**src/rtl/rdf_pkg.sv**
```systemverilog
// Shared constants and types for the receive destination filter.
// Assumes a 16-bit packet word whose upper byte is the destination host.
package rdf_pkg;
    localparam int WORD_W = 16;
    localparam int HOST_W = 8;

    typedef struct packed {
        logic done;
        logic accept;
        logic skip;
    } decision_t;
endpackage

```
**src/rtl/rdf_cfg_regs.sv**
```systemverilog
// Configuration store: NUM_WORDS membership-vector words plus the host register.
// Assumes addresses below NUM_WORDS select vector words, address NUM_WORDS
// selects the host register, and higher addresses are unmapped.
module rdf_cfg_regs #(
    parameter int WORD_W    = 16,
    parameter int NUM_WORDS = 16,
    parameter int AW        = 5
) (
    input  logic                              clk,
    input  logic                              rst_n,
    input  logic                              we,
    input  logic [AW-1:0]                     addr,
    input  logic [WORD_W-1:0]                 wdata,
    output logic [WORD_W-1:0]                 host_reg,
    output logic [NUM_WORDS-1:0][WORD_W-1:0]  vec_words
);
    localparam logic [AW-1:0] HOST_ADDR = AW'(NUM_WORDS);

    genvar g;
    generate
        for (g = 0; g < NUM_WORDS; g++) begin : g_vec
            // Holds one membership word; loaded when its address is written.
            always_ff @(posedge clk) begin
                if (!rst_n)
                    vec_words[g] <= '0;
                else if (we && addr == AW'(g))
                    vec_words[g] <= wdata;
            end
        end
    endgenerate

    // Holds the signed host number that selects the matching mode.
    always_ff @(posedge clk) begin
        if (!rst_n)
            host_reg <= '0;
        else if (we && addr == HOST_ADDR)
            host_reg <= wdata;
    end


    unmapped_write_chk: assert property (@(posedge clk) disable iff (!rst_n)
        (we && addr > HOST_ADDR) |=> ($stable(host_reg) && $stable(vec_words)));
endmodule

```
**src/rtl/rdf_match.sv**
```systemverilog
// Combinational address match. Non-negative host register: broadcast,
// own-host or promiscuous. Negative host register: membership-vector lookup
// with position 0 at the MSB of each word.
module rdf_match #(
    parameter int WORD_W    = 16,
    parameter int HOST_W    = 8,
    parameter int NUM_WORDS = 16
) (
    input  logic [HOST_W-1:0]                 dest,
    input  logic [WORD_W-1:0]                 host_reg,
    input  logic [NUM_WORDS-1:0][WORD_W-1:0]  vec_words,
    output logic                              hit
);
    localparam int POS_W = $clog2(WORD_W);
    localparam int IDX_W = HOST_W - POS_W;

    logic              multicast;
    logic [IDX_W-1:0]  word_idx;
    logic [POS_W-1:0]  bit_pos;
    logic [WORD_W-1:0] aligned;
    logic              single_hit;

    // Splits the destination and left-justifies the selected vector bit.
    always_comb begin
        multicast  = host_reg[WORD_W-1];
        word_idx   = dest[HOST_W-1:POS_W];
        bit_pos    = dest[POS_W-1:0];
        aligned    = vec_words[word_idx] << bit_pos;
        single_hit = (dest == '0) || (host_reg == '0) ||
                     (host_reg == WORD_W'(dest));
        hit        = multicast ? aligned[WORD_W-1] : single_hit;
    end
endmodule

```
**src/rtl/rdf_miss_counter.sv**
```systemverilog
// Wrapping counter of packets dropped for lack of a receive buffer.
module rdf_miss_counter #(
    parameter int W = 16
) (
    input  logic         clk,
    input  logic         rst_n,
    input  logic         inc,
    output logic [W-1:0] count
);
    // Advances by one per dropped packet, wrapping at 2**W.
    always_ff @(posedge clk) begin
        if (!rst_n)
            count <= '0;
        else if (inc)
            count <= count + 1'b1;
    end


    miss_wrap_chk: assert property (@(posedge clk) disable iff (!rst_n)
        (inc && count == '1) |=> (count == '0));
endmodule

```
**src/rtl/rx_dest_filter.sv**
```systemverilog
// Receive destination address filter top. Registers an accept/skip decision
// one cycle after the first-word strobe and counts packets dropped for lack
// of a buffer. Assumes one strobe per packet.
module rx_dest_filter
    import rdf_pkg::*;
#(
    parameter int CNT_W = 16
) (
    input  logic              clk,
    input  logic              rst_n,
    input  logic              cfg_we,
    input  logic [4:0]        cfg_addr,
    input  logic [15:0]       cfg_wdata,
    input  logic              word_valid,
    input  logic [15:0]       word_data,
    input  logic              buf_avail,
    output logic              decide_done,
    output logic              decide_accept,
    output logic              skip_pkt,
    output logic [CNT_W-1:0]  missed_count
);
    localparam int NUM_WORDS = (2 ** HOST_W) / WORD_W;
    localparam int AW        = $clog2(NUM_WORDS) + 1;

    logic [WORD_W-1:0]                host_reg;
    logic [NUM_WORDS-1:0][WORD_W-1:0] vec_words;
    logic                             hit;
    logic                             drop;
    decision_t                        dec_q;

    rdf_cfg_regs #(.WORD_W(WORD_W), .NUM_WORDS(NUM_WORDS), .AW(AW)) u_cfg (
        .clk(clk), .rst_n(rst_n), .we(cfg_we), .addr(cfg_addr),
        .wdata(cfg_wdata), .host_reg(host_reg), .vec_words(vec_words)
    );

    rdf_match #(.WORD_W(WORD_W), .HOST_W(HOST_W), .NUM_WORDS(NUM_WORDS)) u_match (
        .dest(word_data[WORD_W-1 -: HOST_W]), .host_reg(host_reg),
        .vec_words(vec_words), .hit(hit)
    );

    assign drop = word_valid && !buf_avail;

    rdf_miss_counter #(.W(CNT_W)) u_miss (
        .clk(clk), .rst_n(rst_n), .inc(drop), .count(missed_count)
    );

    // Captures the decision for the strobed word, valid for one cycle.
    always_ff @(posedge clk) begin
        if (!rst_n) begin
            dec_q <= '0;
        end else begin
            dec_q.done   <= word_valid;
            dec_q.accept <= word_valid && buf_avail && hit;
            dec_q.skip   <= word_valid && !(buf_avail && hit);
        end
    end

    assign decide_done   = dec_q.done;
    assign decide_accept = dec_q.accept;
    assign skip_pkt      = dec_q.skip;


    done_pulse_chk: assert property (@(posedge clk) disable iff (!rst_n)
        word_valid |=> decide_done);

    done_idle_chk: assert property (@(posedge clk) disable iff (!rst_n)
        !word_valid |=> !decide_done);

    accept_needs_done_chk: assert property (@(posedge clk) disable iff (!rst_n)
        decide_accept |-> (decide_done && !skip_pkt));

    no_buffer_chk: assert property (@(posedge clk) disable iff (!rst_n)
        drop |=> (skip_pkt && missed_count == $past(missed_count) + 1'b1));

    miss_hold_chk: assert property (@(posedge clk) disable iff (!rst_n)
        !drop |=> $stable(missed_count));

    broadcast_single_chk: assert property (@(posedge clk) disable iff (!rst_n)
        (word_valid && buf_avail && !host_reg[WORD_W-1] &&
         word_data[15:8] == '0) |=> decide_accept);

    promiscuous_chk: assert property (@(posedge clk) disable iff (!rst_n)
        (word_valid && buf_avail && host_reg == '0) |=> decide_accept);
endmodule

```
**config.mk**
```make
export PLATFORM = sky130hd
export DESIGN_NAME = rx_dest_filter
export DESIGN_NICKNAME = d
export VERILOG_FILES = /design/src/rtl/rdf_pkg.sv /design/src/rtl/rdf_cfg_regs.sv /design/src/rtl/rdf_match.sv /design/src/rtl/rdf_miss_counter.sv /design/src/rtl/rx_dest_filter.sv
export SDC_FILE = /design/constraint.sdc
export NUM_CORES = 1
export LEC_CHECK = 0
export BUFFER_PORTS_ARGS = -buffer_cell sky130_fd_sc_hd__buf_2
export CORE_UTILIZATION = 55
export CTS_CLUSTER_SIZE = 20
export DETAILED_ROUTE_END_ITERATION = 10
export GPL_TIMING_DRIVEN = 0
export PLACE_DENSITY = 0.73
export SETUP_SLACK_MARGIN = 0.1
export SKIP_CTS_REPAIR_TIMING = 1
export SLEW_MARGIN = 20
export SYNTH_ARGS = -nofsm -noshare
export SYNTH_HDL_FRONTEND = slang
export SYNTH_SLANG_ARGS = --single-unit
```
**constraint.sdc**
```tcl
create_clock -name clk -period 4.1 [get_ports clk]
set_clock_uncertainty 0.2 [all_clocks]
set_input_delay 0.615 -clock clk [delete_from_list [all_inputs] [get_ports clk]]
set_output_delay 0.615 -clock clk [all_outputs]
set_load 0.005 [all_outputs]
```
==> results of run 1 <==
## cells in the mapped netlist, types with 5 or more instances
library cell,number
sky130_fd_sc_hd__dfxtp_1,291
sky130_fd_sc_hd__clkbuf_1,107
sky130_fd_sc_hd__mux2i_1,65
sky130_fd_sc_hd__o22ai_1,25
sky130_fd_sc_hd__a21oi_1,6
sky130_fd_sc_hd__xnor2_1,21
sky130_fd_sc_hd__buf_2,10
sky130_fd_sc_hd__nor2b_1,6
sky130_fd_sc_hd__nor2_1,20
sky130_fd_sc_hd__a21boi_0,272
sky130_fd_sc_hd__o221ai_1,9
sky130_fd_sc_hd__buf_6,9
sky130_fd_sc_hd__nor3_1,13
sky130_fd_sc_hd__and2_1,16
sky130_fd_sc_hd__nand3_1,12
sky130_fd_sc_hd__a211oi_1,17
sky130_fd_sc_hd__nand2_1,570
sky130_fd_sc_hd__nand2b_1,5
sky130_fd_sc_hd__nand4_1,7
sky130_fd_sc_hd__mux4_2,30
## metrics by stage
stage	power [mW]	hold WS, ns	cells	setup slack [ns]
3_5_place_dp	3.344	0.2538	1911	0.4691
5_1_grt	6.443	0.1184	1969	0.9234
3_3_place_gp	3.340	0.2475	1911	0.4814
2_1_floorplan	3.186	0.2386	1561	1.470
4_1_cts	6.291	0.08250	1969	1.053
6_report	6.308	0.09847	1970	0.8844
## worst reg2reg max path, stage by stage, from the launching register on
cell and delay, ns:
sky130_fd_sc_hd__dfxtp_1 0.32, sky130_fd_sc_hd__mux4_2 0.47, sky130_fd_sc_hd__a2111oi_0 0.76, sky130_fd_sc_hd__nor3_1 0.11
sky130_fd_sc_hd__o22ai_1 0.30, sky130_fd_sc_hd__o2111a_1 0.26, sky130_fd_sc_hd__nor3_1 0.06
## power by group through the flow
stage	clock [mW]	sequential, mW	combinational (mW)
5_1_grt	3.13	2.86	0.454
4_1_cts	3.01	2.86	0.421
3_3_place_gp	0	2.92	0.417
6_report	3.01	2.86	0.438
3_5_place_dp	0	2.92	0.419
2_1_floorplan	0	2.92	0.265
## worst paths after layout
check                                         start                           endpoint  slack, ns  depth (start not counted)
hold / removal                           word_valid             decide_done$_SDFF_PN0_        0.1                          3
setup reg to reg  u_cfg.vec_words[119]$_SDFFE_PN0P_           decide_accept$_SDFF_PN0_       1.51                          6
setup / recovery                      word_data[14]           decide_accept$_SDFF_PN0_       0.88                         10
hold reg to reg   u_cfg.vec_words[101]$_SDFFE_PN0P_  u_cfg.vec_words[101]$_SDFFE_PN0P_       0.26                          2
## layout make-up
cell class              count  area (sq um)  area share
flip-flops and latches    291          5826      0.3882
plain buffers             133         635.6     0.04235
repair buffers             31         155.1     0.01034
inverters                   2         7.507   0.0005002
multi-input cells        1135          6885      0.4588
clock buffers              40         849.6     0.05661
well taps                 319         399.1     0.02659
diodes                      1         2.502   0.0001667
clock inverters            18         247.7     0.01651
## cells by family after synthesis
kind of cell,count (synthesis),synth area share
AO/OA/AOI/OAI,345,0.1948
XOR/XNOR,23,0.01509
adder cells (fa/ha/maj),1,0.0009371
buffers and inverters,135,0.04818
flip-flops,291,0.4364
multiplexers,97,0.1033
AND/OR/NAND/NOR,669,0.2013
## metal layers
metal / up-vias / track usage / part of all wire
met3: 171 / 0.06898 / 0.10
met1: 5546 / 0.4432 / 0.40
met4: 0 / 0.1831 / 0.056
li1: 5412 / - / -
met5: - / 0 / 0
met2: 684 / 0.5444 / 0.44
==> results.rst, run 1 <==
.. list-table::
   :header-rows: 1

   * - Metric
     - Value
   * - Final nets
     - between 1500 and 2000
   * - Top-level I/O count
     - 61
   * - Final wirelength
     - 42170 um
   * - Initial DRC count
     - 1273
   * - Area fraction of the dominant cell type after synthesis
     - 0.4364
   * - Congestion Overflow GR
     - 0
   * - Ys Warns
     - 0
   * - Class of the tightest hold or removal check
     - input port to flop
   * - CTS buffer count
     - 31
   * - Max-slew headroom
     - 0.2357
   * - All-layer global routing usage
     - 0.3443
   * - Post-Layout Inst Area
     - 15010 sq um
   * - Max Buffers Root-to-Sink
     - 3
   * - Result of the run
     - completed
   * - Internal cell power
     - just under 5 mW
   * - Post-route ant nets
     - 0
   * - Placeable core area
     - 23610 sq um
   * - Portion of total power attributed to combinational logic
     - 0.069
   * - Max cap viols
     - 0
   * - Die Outline Area
     - ~25000 sq um
   * - Sequential fraction of the synthesis area
     - 0.4364
   * - Std-Cell Rows
     - between 50 and 60
   * - Routed wirelength normalized by instance count
     - 21.41 um
   * - Power density over the cells
     - 420.3 nW/um^2
   * - Clock sink count
     - 291
   * - Peak fanout along the critical path
     - 10
   * - Effective utilization at floorplan
     - 0.5653
   * - Clock Power Share
     - 0.477
   * - Detailed-route DRC error count
     - 0
   * - Data required time of the worst path
     - 4.35 ns
   * - Pin count of the biggest net entering global routing
     - 16
   * - Bufs and invs on worst path
     - 3
   * - Area delta synth->final
     - 12.43%
   * - Clock slew at the register clock pins of the worst setup and hold paths
     - 0.06 ns
   * - Synthesized flop and latch total
     - between 200 and 300
   * - Reg power frac
     - 0.454
   * - Final core utilization
     - 0.6356
   * - Achievable Freq
     - 311.0 MHz
   * - Ys async rst share
     - 0
   * - Crit-path slowest cell
     - sky130_fd_sc_hd__buf_1
   * - Crit path DAT
     - 3.46 ns
   * - Cells after Synth
     - 1561
   * - Final critical delay including setup and external delays
     - 3.216 ns
   * - Cells along the critical path
     - buf_2 > nand2b_1 > buf_2 > buf_1 > o22ai_1 > a211oi_1 > nor3b_1 > o22ai_1 > o2111a_1 > nor3_1
   * - Fin. Hold Viols
     - 0
   * - Most area-consuming cells after synthesis
     - sky130_fd_sc_hd__dfxtp_1 (44%), sky130_fd_sc_hd__nand2_1 (16%), sky130_fd_sc_hd__a21boi_0 (15%), sky130_fd_sc_hd__mux4_2 (5.1%), sky130_fd_sc_hd__mux2i_1 (4.9%)
   * - Family with the most delay on the worst path
     - compound AO/OA/AOI/OAI gates
   * - Latest clock arrival within the worst-skew pair
     - 0.57 ns
   * - Leakage
     - 5.011 nW
   * - Startpoint kind of the worst setup timing path
     - input port
   * - Unrepaired setup endpoints after global routing
     - no
   * - Max reg flops
     - 256
   * - Total vias in the final route
     - 11810
   * - Per-cell via count in the routed design
     - around 6.0
   * - Share of layout cells above drive strength 1
     - 0.08788
   * - Number of port buffers
     - 31
   * - Placer congestion estimate
     - 1.055
   * - Syn_nets
     - 1604
   * - Number of synthesized flops with an enable pin
     - 0
   * - Horiz. Die Dim
     - roughly 160 um
   * - Total negative slack for setup checks
     - 0 ns
   * - Worst-case vdd ir drop
     - 0.0003759 V
   * - Wire length of the first global-routing pass
     - 63750 um
   * - Distinct cell type count after synthesis
     - 47
   * - Post-synth top area cell
     - sky130_fd_sc_hd__dfxtp_1
   * - Nature of the critical path endpoint
     - flop
   * - H-Tree Level Count
     - 1
   * - Vertical extent of the die
     - 157.8 um
   * - Most used cells in the layout excluding fill and tap cells
     - sky130_fd_sc_hd__nand2_1 (570), sky130_fd_sc_hd__dfxtp_1 (291), sky130_fd_sc_hd__a21boi_0 (272)
   * - Final Cycle Share
     - 0.7843
   * - Instance area at placement
     - 13910 sq um
   * - Fin. max-slew vios
     - 0
   * - Type of the setup path with the least slack
     - input port to flop
   * - Most instantiated flip-flop cell in the synthesis netlist
     - sky130_fd_sc_hd__dfxtp_1
   * - CTS tree
     - yes
   * - Mapped cell area
     - roughly 13000 sq um
   * - Largest incremental delay on the critical path
     - ~0.64 ns
   * - Initial antenna violation count
     - 1
   * - Switching part of the total power
     - 0.2349
   * - # fillers
     - around 2000
   * - Endpoints failing setup
     - 0
   * - Clock root buffer
     - sky130_fd_sc_hd__clkbuf_16
   * - First-pass detailed-route iteration total
     - 6
   * - Via count of the first global-routing pass
     - 11210
   * - Measured slew at the worst slew-check pin
     - 1.138 ns
   * - HPWL Detailed
     - between 30000 and 40000 um
   * - Sw Pwr
     - 1.481 mW
   * - Most frequent standard cell in the layout excluding fill and tap cells
     - sky130_fd_sc_hd__nand2_1
   * - Syn Area/Cell
     - 8.552 sq um
Power figures use the tool's default switching activity.
==> run 2: changes to the inputs <==
==> constraint.sdc (replaced) <==
create_clock -name clk -period 3.1 [get_ports clk]
set_clock_uncertainty 0.2 [all_clocks]
set_input_delay 0.465 -clock clk [delete_from_list [all_inputs] [get_ports clk]]
set_output_delay 0.465 -clock clk [all_outputs]
set_load 0.005 [all_outputs]
==> run 2 against run 1 <==
The flow now finishes with violations (hold timing). Routed wire length rose by 0.25%. Non-clock buffer count grew 1. Setup slack lost 0.78 ns. Combinational power up 32%. Cell area about the same.
==> results.rst, run 2 (synthesized netlist as in run 1, its figures left out) <==
.. list-table::
   :header-rows: 1

   * - Metric
     - Value
   * - Register-to-register setup slack
     - 0.52 ns (was 1.51 ns)
   * - Crit path DAT
     - 3.25 ns (was 3.46 ns)
   * - Initial antenna violation count
     - 1 (unchanged)
   * - Pin count of the biggest net entering global routing
     - 16 (unchanged)
   * - Fin. max-slew vios
     - 0 (unchanged)
   * - Horiz. Die Dim
     - 157.8 um (unchanged)
   * - CTS tree
     - yes (unchanged)
   * - Final Cycle Share
     - 0.9671
   * - Number of port buffers
     - 31 (unchanged)
   * - Nature of the critical path endpoint
     - flop (unchanged)
   * - Per-cell via count in the routed design
     - 5.975 (was 5.996)
   * - Class of the tightest hold or removal check
     - input port to flop (unchanged)
   * - Post-route ant nets
     - 0 (unchanged)
   * - Placer congestion estimate
     - 1.055 (unchanged)
   * - Final critical delay including setup and external delays
     - 2.998 ns
   * - Max-slew headroom
     - 0.2653 (was 0.2357)
   * - Leakage
     - 5.018 nW (was 5.011 nW)
   * - Largest incremental delay on the critical path
     - 0.76 ns (was 0.64 ns)
   * - Routed wirelength normalized by instance count
     - 21.45 um (was 21.41 um)
   * - Clock root buffer
     - sky130_fd_sc_hd__clkbuf_16 (unchanged)
   * - Post-Layout Inst Area
     - 15020 sq um (was 15010 sq um)
   * - Latest clock arrival within the worst-skew pair
     - 0.57 ns (about the same)
   * - Type of the setup path with the least slack
     - input port to flop (unchanged)
   * - Overall Power
     - 8.349 mW (was 6.308 mW)
   * - Placed instance count
     - 1911 (unchanged)
   * - Congestion Overflow GR
     - 0 (unchanged)
   * - Share of layout cells above drive strength 1
     - 0.08843 (was 0.08788)
   * - Cells along the critical path
     - buf_6 > buf_6 > buf_2 > mux2i_1 > o22ai_1 > a2111oi_0 > nor3_1 > o22ai_1 > o2111a_1 > nor3_1 (was buf_2 > nand2b_1 > buf_2 > buf_1 > o22ai_1 > a211oi_1 > nor3b_1 > o22ai_1 > o2111a_1 > nor3_1)
   * - Area delta synth->final
     - 12.51% (was 12.43%)
   * - Bufs and invs on worst path
     - 3 (unchanged)
   * - Violated checks
     - hold timing
   * - Placeable core area
     - 23610 sq um (unchanged)
   * - Final wirelength
     - 42280 um (was 42170 um)
   * - All-layer global routing usage
     - 0.3443 (unchanged)
   * - Total negative slack for setup checks
     - 0 ns (unchanged)
   * - Top-level I/O count
     - 61 (unchanged)
   * - Power density over the cells
     - 555.9 nW/um^2 (was 420.3 nW/um^2)
   * - CTS buffer count
     - 31 (unchanged)
   * - Total vias in the final route
     - 11780 (was 11810)
   * - Most used cells in the layout excluding fill and tap cells
     - sky130_fd_sc_hd__nand2_1 (570), sky130_fd_sc_hd__dfxtp_1 (291), sky130_fd_sc_hd__a21boi_0 (272) (unchanged)
   * - Via count of the first global-routing pass
     - 11210 (unchanged)
   * - Crit-path slowest cell
     - sky130_fd_sc_hd__a2111oi_0 (was sky130_fd_sc_hd__buf_1)
   * - Result of the run
     - finished with violations (was completed)
   * - Vertical extent of the die
     - 157.8 um (unchanged)
   * - First-pass detailed-route iteration total
     - 7 (was 6)
   * - Max cap viols
     - 0 (unchanged)
   * - Fin. Hold Viols
     - 1 (was 0)
   * - Std-Cell Rows
     - 56 (unchanged)
   * - Max Buffers Root-to-Sink
     - 3 (unchanged)
   * - Detailed-route DRC error count
     - 0 (unchanged)
   * - Die Outline Area
     - 24900 sq um (unchanged)
   * - Slack of the critical path
     - 0.1019 ns (was 0.8844 ns)
   * - Initial DRC count
     - 1183 (was 1273)
   * - Unrepaired setup endpoints after global routing
     - no (unchanged)
   * - Instance area at placement
     - 13910 sq um (unchanged)
   * - Worst-case vdd ir drop
     - 0.0005049 V (was 0.0003759 V)
   * - Final nets
     - 1669 (was 1668)
   * - Most frequent standard cell in the layout excluding fill and tap cells
     - sky130_fd_sc_hd__nand2_1 (unchanged)
   * - Family with the most delay on the worst path
     - compound AO/OA/AOI/OAI gates (unchanged)
   * - Clock slew at the register clock pins of the worst setup and hold paths
     - 0.06 ns (about the same)
   * - Peak fanout along the critical path
     - 10 (unchanged)
   * - Achievable Freq
     - roughly 330 MHz
   * - Data required time of the worst path
     - 3.36 ns (was 4.35 ns)
   * - Endpoints failing setup
     - 0 (unchanged)
   * - H-Tree Level Count
     - 1 (unchanged)
   * - Effective utilization at floorplan
     - 0.5653 (unchanged)
   * - HPWL Detailed
     - 30140 um (unchanged)
   * - Pre-CTS worst setup slack
     - -0.3809 ns (was 0.4691 ns)
   * - Clock sink count
     - 291 (unchanged)
   * - Layout Cells excl Fill
     - 1971 (was 1970)
   * - Max reg flops
     - 256 (unchanged)
   * - Worst hold slack after final layout
     - -0.02234 ns (was 0.09847 ns)
   * - Startpoint kind of the worst setup timing path
     - input port (unchanged)
   * - Wire length of the first global-routing pass
     - 63750 um (unchanged)
   * - Measured slew at the worst slew-check pin
     - 1.094 ns (was 1.138 ns)
-- run 2: cell type report --
class / count / area, sq um
antenna: 1 / 2.502
buffer: 133 / 636.9
clock buffer: 40 / 849.6
clock inverter: 18 / 247.7
fill: 1994 / 8593
inverter: 2 / 7.507
multi-input combinational: 1135 / 6885
sequential: 291 / 5826
tap: 319 / 399.1
timing repair buffer: 32 / 165.2
-- run 2: per-stage QoR --
step / hold WS, ns / util
3_3_place_gp: 0.2475 / 0.5888
3_5_place_dp: 0.2538 / 0.5890
2_1_floorplan: 0.2386 / -
4_1_cts: -0.06750 / 0.6355
5_1_grt: 0.009427 / 0.6360
6_report: -0.02234 / 0.6361
-- run 2: routing by layer --
metal | vias to the layer above | GRT usage | wire, um | share of wire
li1 | 5402 | - | - | -
met1 | 5563 | 0.4432 | 16720 | 0.40
met2 | 656 | 0.5444 | 18890 | 0.45
met3 | 156 | 0.06898 | 4377 | 0.10
met4 | 0 | 0.1831 | 2292 | 0.054
met5 | - | 0 | 0 | 0
-- run 2: worst register-to-register path, stage by stage (launching register included) --
cell,delay [ns]
sky130_fd_sc_hd__dfxtp_1,0.31
sky130_fd_sc_hd__mux4_2,0.47
sky130_fd_sc_hd__a2111oi_0,0.76
sky130_fd_sc_hd__nor3_1,0.11
sky130_fd_sc_hd__o22ai_1,0.31
sky130_fd_sc_hd__o2111a_1,0.26
sky130_fd_sc_hd__nor3_1,0.06
-- run 2: worst paths after layout --
kind,startpoint,end,depth (start not counted)
max,word_data[12],decide_accept$_SDFF_PN0_,10
min,buf_avail,decide_accept$_SDFF_PN0_,3
max reg2reg,u_cfg.vec_words[119]$_SDFFE_PN0P_,decide_accept$_SDFF_PN0_,6
min reg2reg,u_cfg.vec_words[101]$_SDFFE_PN0P_,u_cfg.vec_words[101]$_SDFFE_PN0P_,2
-- run 2: power breakdown --
part           total, mW  switching [mW]  internal [mW]
combinational      0.580           0.391          0.189
sequential          3.79          0.0167           3.77
clock               3.98            1.56           2.43
total               8.35            1.97           6.38
